==> src/rtl/cfm_pkg.sv <==
package cfm_pkg;
  // opcode bit positions (one-hot)
  localparam int OP_W    = 4;
  localparam int OPB_NOP = 0;
  localparam int OPB_SGL = 1;
  localparam int OPB_PAR = 2;
  localparam int OPB_CX  = 3;

  // partial product indices: index/2 picks operand A half, index%2 picks B half (0 = upper)
  localparam int NPP   = 4;
  localparam int PP_HH = 0;
  localparam int PP_HL = 1;
  localparam int PP_LH = 2;
  localparam int PP_LL = 3;

  // result multiplexer inputs
  localparam int NMUX    = 3;
  localparam int MUX_PAR = 0;
  localparam int MUX_SGL = 1;
  localparam int MUX_CX  = 2;
endpackage

==> src/rtl/cfm_in_reg.sv <==
module cfm_in_reg
  import cfm_pkg::*;
#(
  parameter int HW = 16
) (
  input  logic            clk,
  input  logic            rst,
  input  logic [2*HW-1:0] a_i,
  input  logic [2*HW-1:0] b_i,
  input  logic [OP_W-1:0] op_i,
  output logic [2*HW-1:0] a_q,
  output logic [2*HW-1:0] b_q,
  output logic [OP_W-1:0] op_q
);
  always_ff @(posedge clk) begin
    if (rst) begin
      a_q  <= '0;
      b_q  <= '0;
      op_q <= '0;
    end else begin
      a_q  <= a_i;
      b_q  <= b_i;
      op_q <= op_i;
    end
  end
endmodule

==> src/rtl/cfm_mul.sv <==
module cfm_mul #(
  parameter int HW = 16
) (
  input  logic signed [HW-1:0]   x_i,
  input  logic signed [HW-1:0]   y_i,
  output logic signed [2*HW-1:0] p_o
);
  assign p_o = x_i * y_i;
endmodule

==> src/rtl/cfm_datapath.sv <==
module cfm_datapath
  import cfm_pkg::*;
#(
  parameter int HW = 16
) (
  input  logic [2*HW-1:0] a_i,
  input  logic [2*HW-1:0] b_i,
  input  logic [OP_W-1:0] op_i,
  output logic [2*HW-1:0] z_o,
  output logic            ovf_o,
  output logic            we_o
);
  localparam int PW  = 2 * HW;  // product width
  localparam int SW  = PW + 1;  // sum / difference width
  localparam int TOP = PW - 2;  // highest kept bit
  localparam int BOT = HW - 1;  // lowest kept bit

  logic signed [HW-1:0] a_h, a_l, b_h, b_l;
  logic signed [PW-1:0] prod [NPP];
  logic signed [SW-1:0] re_s, im_s;
  logic [PW-1:0]        res   [NMUX];
  logic [NMUX-1:0]      ovf_l;
  logic [NMUX-1:0]      sel;
  logic [2*BOT-1:0]     unused_sum_lsbs;

  assign a_h = a_i[PW-1:HW];
  assign a_l = a_i[HW-1:0];
  assign b_h = b_i[PW-1:HW];
  assign b_l = b_i[HW-1:0];

  generate
    for (genvar g = 0; g < NPP; g++) begin : g_mul
      cfm_mul #(.HW(HW)) u_mul (
        .x_i (((g / 2) == 0) ? a_h : a_l),
        .y_i (((g % 2) == 0) ? b_h : b_l),
        .p_o (prod[g])
      );
    end
  endgenerate

  assign re_s = {prod[PP_HH][PW-1], prod[PP_HH]} - {prod[PP_LL][PW-1], prod[PP_LL]};
  assign im_s = {prod[PP_HL][PW-1], prod[PP_HL]} + {prod[PP_LH][PW-1], prod[PP_LH]};
  assign unused_sum_lsbs = {re_s[BOT-1:0], im_s[BOT-1:0]};

  function automatic logic prod_out_of_range(input logic [PW-1:0] p);
    return p[PW-1] ^ p[PW-2];
  endfunction

  function automatic logic sum_out_of_range(input logic [SW-1:0] s);
    return !((s[SW-1:SW-3] == 3'b000) || (s[SW-1:SW-3] == 3'b111));
  endfunction

  always_comb begin
    res[MUX_PAR]   = {prod[PP_HH][TOP:BOT], prod[PP_LL][TOP:BOT]};
    ovf_l[MUX_PAR] = prod_out_of_range(prod[PP_HH]) | prod_out_of_range(prod[PP_LL]);
    res[MUX_SGL]   = {{HW{1'b0}}, prod[PP_LL][TOP:BOT]};
    ovf_l[MUX_SGL] = prod_out_of_range(prod[PP_LL]);
    res[MUX_CX]    = {re_s[TOP:BOT], im_s[TOP:BOT]};
    ovf_l[MUX_CX]  = sum_out_of_range(re_s) | sum_out_of_range(im_s);
  end

  // multiplexer select comes straight from opcode bits, no decoding
  assign sel[MUX_PAR] = op_i[OPB_PAR];
  assign sel[MUX_SGL] = op_i[OPB_SGL];
  assign sel[MUX_CX]  = op_i[OPB_CX];

  always_comb begin
    z_o   = '0;
    ovf_o = 1'b0;
    for (int k = 0; k < NMUX; k++) begin
      z_o   = z_o | (res[k] & {PW{sel[k]}});
      ovf_o = ovf_o | (ovf_l[k] & sel[k]);
    end
  end

  assign we_o = $onehot(op_i) && !op_i[OPB_NOP];
endmodule

==> src/rtl/cfm_out_reg.sv <==
module cfm_out_reg #(
  parameter int W = 32
) (
  input  logic         clk,
  input  logic         rst,
  input  logic         we,
  input  logic [W-1:0] z_d,
  input  logic         ovf_d,
  output logic [W-1:0] z_q,
  output logic         ovf_q
);
  always_ff @(posedge clk) begin
    if (rst) begin
      z_q   <= '0;
      ovf_q <= 1'b0;
    end else if (we) begin
      z_q   <= z_d;
      ovf_q <= ovf_d;
    end
  end
endmodule

==> src/rtl/cfm_unit.sv <==
module cfm_unit
  import cfm_pkg::*;
#(
  parameter int HW = 16
) (
  input  logic            clk,
  input  logic            rst,
  input  logic [2*HW-1:0] opnd_a_i,
  input  logic [2*HW-1:0] opnd_b_i,
  input  logic [OP_W-1:0] op_i,
  output logic [2*HW-1:0] z_o,
  output logic            ovf_o
);
  localparam int DW = 2 * HW;

  logic [DW-1:0]   a_q, b_q, z_d;
  logic [OP_W-1:0] op_q;
  logic            ovf_d, we;

  cfm_in_reg #(.HW(HW)) u_in (
    .clk  (clk),
    .rst  (rst),
    .a_i  (opnd_a_i),
    .b_i  (opnd_b_i),
    .op_i (op_i),
    .a_q  (a_q),
    .b_q  (b_q),
    .op_q (op_q)
  );

  cfm_datapath #(.HW(HW)) u_dp (
    .a_i   (a_q),
    .b_i   (b_q),
    .op_i  (op_q),
    .z_o   (z_d),
    .ovf_o (ovf_d),
    .we_o  (we)
  );

  cfm_out_reg #(.W(DW)) u_out (
    .clk   (clk),
    .rst   (rst),
    .we    (we),
    .z_d   (z_d),
    .ovf_d (ovf_d),
    .z_q   (z_o),
    .ovf_q (ovf_o)
  );

  // reset clears the outputs
  a_r1_reset_clear: assert property (@(posedge clk)
    rst |=> (z_o == '0) && !ovf_o);

  // a captured no-operation leaves the outputs alone
  a_r9_nop_hold: assert property (@(posedge clk) disable iff (rst)
    (op_q == 4'b0001) |=> $stable(z_o) && $stable(ovf_o));

  // a malformed opcode leaves the outputs alone
  a_r10_bad_op_hold: assert property (@(posedge clk) disable iff (rst)
    !$onehot(op_q) |=> $stable(z_o) && $stable(ovf_o));

  // the single multiply leaves the upper result half at zero
  a_r7_single_upper_zero: assert property (@(posedge clk) disable iff (rst)
    (op_q == 4'b0010) |=> (z_o[DW-1:HW] == '0));

  // -1 * -1 on the lower lane of a parallel multiply raises the flag
  a_r6_min_square_flag: assert property (@(posedge clk) disable iff (rst)
    ((op_q == 4'b0100) && (a_q[HW-1:0] == {1'b1, {(HW-1){1'b0}}})
      && (b_q[HW-1:0] == {1'b1, {(HW-1){1'b0}}})) |=> ovf_o);
endmodule

==> config.mk <==
export PLATFORM = sky130hd
export DESIGN_NAME = cfm_unit
export DESIGN_NICKNAME = d
export VERILOG_FILES = /design/src/rtl/cfm_pkg.sv /design/src/rtl/cfm_in_reg.sv /design/src/rtl/cfm_mul.sv /design/src/rtl/cfm_datapath.sv /design/src/rtl/cfm_out_reg.sv /design/src/rtl/cfm_unit.sv
export SDC_FILE = /design/constraint.sdc
export NUM_CORES = 2
export LEC_CHECK = 0
export BUFFER_PORTS_ARGS = -buffer_cell sky130_fd_sc_hd__buf_4
export CAP_MARGIN = 10
export CORE_ASPECT_RATIO = 0.5
export CORE_MARGIN = 2
export CORE_UTILIZATION = 63
export DETAILED_ROUTE_END_ITERATION = 8
export GPL_ROUTABILITY_DRIVEN = 0
export MAX_ROUTING_LAYER = met4
export PLACE_DENSITY = 0.8
export SYNTH_ARGS = -nofsm -noshare
export SYNTH_HDL_FRONTEND = slang
export SYNTH_SLANG_ARGS = --single-unit
==> constraint.sdc <==
create_clock -name clk -period 20 [get_ports clk]
set_input_delay 4 -clock clk [delete_from_list [all_inputs] [get_ports clk]]
set_output_delay 4 -clock clk [all_outputs]
set_load 0.05 [all_outputs]
==> results.md <==
- Outcome: complete, no violations
- TritonCTS Buffers: 9
- CP Capture Type: flop
- Non-Filler Instances: 5775
- Initial antenna violation count: 4
- Core area: 69200 µm²
- Drt drc: 0
- Max cap viols: 0
- Final hold vios: 0
- Starting density of the core: 0.638
- Port Buf Inserts: just over 100
- Post-synth top flop: dfxtp_1
- Total of warnings raised by yosys: 0
- RSZ-0062 raised after global routing: false
- Clock Root Buffer: clkbuf_16
- Clock slew seen by the registers of the worst setup and hold paths: about 0.08 ns
- Number of top-level pins: about 100
- Most common cell on crit path: fa_1
- Nets: 6344
- Clk_lat worst skew: around 0.44 ns
- Grt ovf: 0
- Worst path slowest cell: fa_1
- Flop and latch count out of synthesis: 101
- Average wire per standard cell: 19.7 µm
- Synth top area cells: fa_1 50%, inv_1 11%, ha_1 9.7%
- Crit path largest cell delay: between 0.7 and 0.8 ns
- VDD IR-drop max: between 0.00015 and 0.0002 V
- DRT Pass-1 Iters: 8
- Crit path time final: ~9.4 ns
- Synth Cell Area: 44200 µm²
- Most frequent cell after synthesis: inv_1
- Critical Path AT: 9.78 ns
- Post-DP HPWL: 88400 µm
- Die Ht: 191 µm
- Global Route Usage Sum: 0.351
- Largest area contributor in the netlist: fa_1
- Final setup fails: 0
- Post-synth EDFFs: 0
- CTS H-tree lvls: 3
- Async S/R FF share, synth: 0
- Sequential area share after synthesis: 0.0458
- Fmax: 0.106 GHz
- Critical path class: flop to flop
- DRT iter0 DRCs: 3166
- # clock sinks: 101
- Post-CTS Setup Bufs: 0
- Post-Syn Nets: 6382
- Worst Path Required: a little over 20 ns
- Max_slew headroom: 0.219
- Fin util: 0.667
- Cells after DPL: 5757
- Top-area cell type share of the netlist area: 0.502
- Cts hold-fix bufs: 0
- Largest net degree at the start of global routing: 56
- Final WL: ~110000 µm
- Fraction of layout cells with a size suffix above 1: 0.0445
- Max clock buf depth: 2
- Die area: 72400 µm²
- Slew @ Worst Pin: 1.17 ns
- CTS tree: yes
- Via density: approximately 5.7
- Pwr Density: 122 nW/µm²
- Post-Syn Instances: 4861
- P_leak: around 24 nW
- Most common library cells after synthesis: 1274 x inv_1, 1108 x fa_1, 602 x nand2_1
- First-pass GRT wire length: 189000 µm
- Library cells used by synthesis: 77
- Hold/Removal Path Class: flop to flop
- Maximum fanout along the worst path: 32
- Startpoint types: flop
- Routed vias: 32700
- TNS Setup: 0 ns
- Die width: 378 µm
- Period Utilization, post-route: 0.471
- Resized Gates After CTS: 0
- Syn_area_per_cell: 9.08 µm²
- Post-route ant nets: 0
- Row Count: 68
- Vias in the first global route: 35100
- Area Overhead vs Synth: 4.42%
- Setup Skew: 0.0263 ns
- Slew Viols, Final: 0
-- cell usage in the layout, fill, tap and decap left out, types with 5 or more instances in the layout --
cell and count:
inv_1 1274, fa_1 1108, nand2_1 602, and2_1 409, ha_1 343, buf_4 175, dfxtp_1 101, nor2_1 96
a21oi_1 94, xnor2_1 79, nor2b_1 75, o21ai_0 68, nand2b_1 51, a21o_1 47, xor2_1 39, nor3_1 31
and3_1 17, o21bai_1 17, nand3_1 16, a211oi_1 14, nand4_1 14, a221oi_1 14, clkbuf_16 9, o21a_1 8
o211ai_1 8, and4_1 7, a31oi_1 7, or2_2 7, or3_1 6, a211o_1 5, nor4_1 5, a31o_2 5
o31ai_1 5
-- logic make-up (layout without fill, tap and decap cells) --
kind of cell,after synthesis,in the layout,share of synthesized area
buffers and inverters,1498,1465,0.128
DFF,101,101,0.0458
and+or+nand+nor,1349,1349,0.152
muxes,4,4,0.000963
xor gates and xnor gates,118,118,0.0234
AOI/OAI and AO/OA,340,340,0.0511
other,0,2,0
adders and majority gates,1451,1451,0.600
-- flip-flops by register name, indices dropped and copies added, names as in the netlist --
register and count:
u_in.b_q 32, u_out.z_q 32, u_in.op_q 4, u_in.a_q 32
u_out.ovf_q 1
-- layout make-up --
cell class	count	area, µm²
repair buffers	175	1310
clock inverters	7	68.8
diodes	2	5.00
clock buffers	9	225
flip-flops and latches	101	2020
inverters	1274	4780
fillers	5289	23100
well taps	945	1180
multi-input cells	3262	36500
-- where the power goes --
| group | switching (W) | internal (W) | total (W) |
|---|---|---|---|
| sequential | 0.0000206 | 0.000230 | 0.000251 |
| combinational | 0.00316 | 0.00201 | 0.00517 |
| clock | 0.000115 | 0.0000878 | 0.000203 |
| total | 0.00330 | 0.00232 | 0.00562 |
-- worst paths after layout --
| check | cells after the start | end | from | slack, ns |
|---|---|---|---|---|
| worst min-delay path | 2 | u_out.z_q[16] | u_out.z_q[16] | 0.50 |
| worst max-delay path | 29 | u_out.ovf_q | u_in.b_q[1] | 10.58 |
| worst min register to register | 2 | u_out.z_q[16] | u_out.z_q[16] | 0.50 |
| worst max register to register | 29 | u_out.ovf_q | u_in.b_q[1] | 10.58 |
-- routing by layer --
metal  global-route usage  wire, µm  vias to the layer above
met3               0.0806     14200                      271
met1                0.497     46000                    16500
met2                0.496     48800                     1917
li1                     -         -                    14000
met5                    -         0                        -
met4                0.131      4950                        0
-- per-stage QoR --
step	worst slack (ns)	total power [W]	instance area, µm²	hold WS [ns]
2_1_floorplan	11.87	0.00392	44200	0.648
3_3_place_gp	11.10	0.00508	45800	0.484
3_5_place_dp	10.94	0.00523	45800	0.493
4_1_cts	10.88	0.00548	46100	0.506
5_1_grt	10.31	0.00612	46100	0.528
6_report	10.58	0.00562	46100	0.505
-- worst max-delay path: cells and delay by family (launching register included) --
| family | cells | cell delay, ns |
|---|---|---|
| XOR/XNOR | 2 | 0.62 |
| flip-flops | 1 | 0.31 |
| AO/OA/AOI/OAI | 10 | 2.57 |
| adder cells (fa/ha/maj) | 8 | 3.90 |
| AND/OR/NAND/NOR | 4 | 0.77 |
| buffers and inverters | 5 | 1.17 |
(Power assumes the default switching activity.)
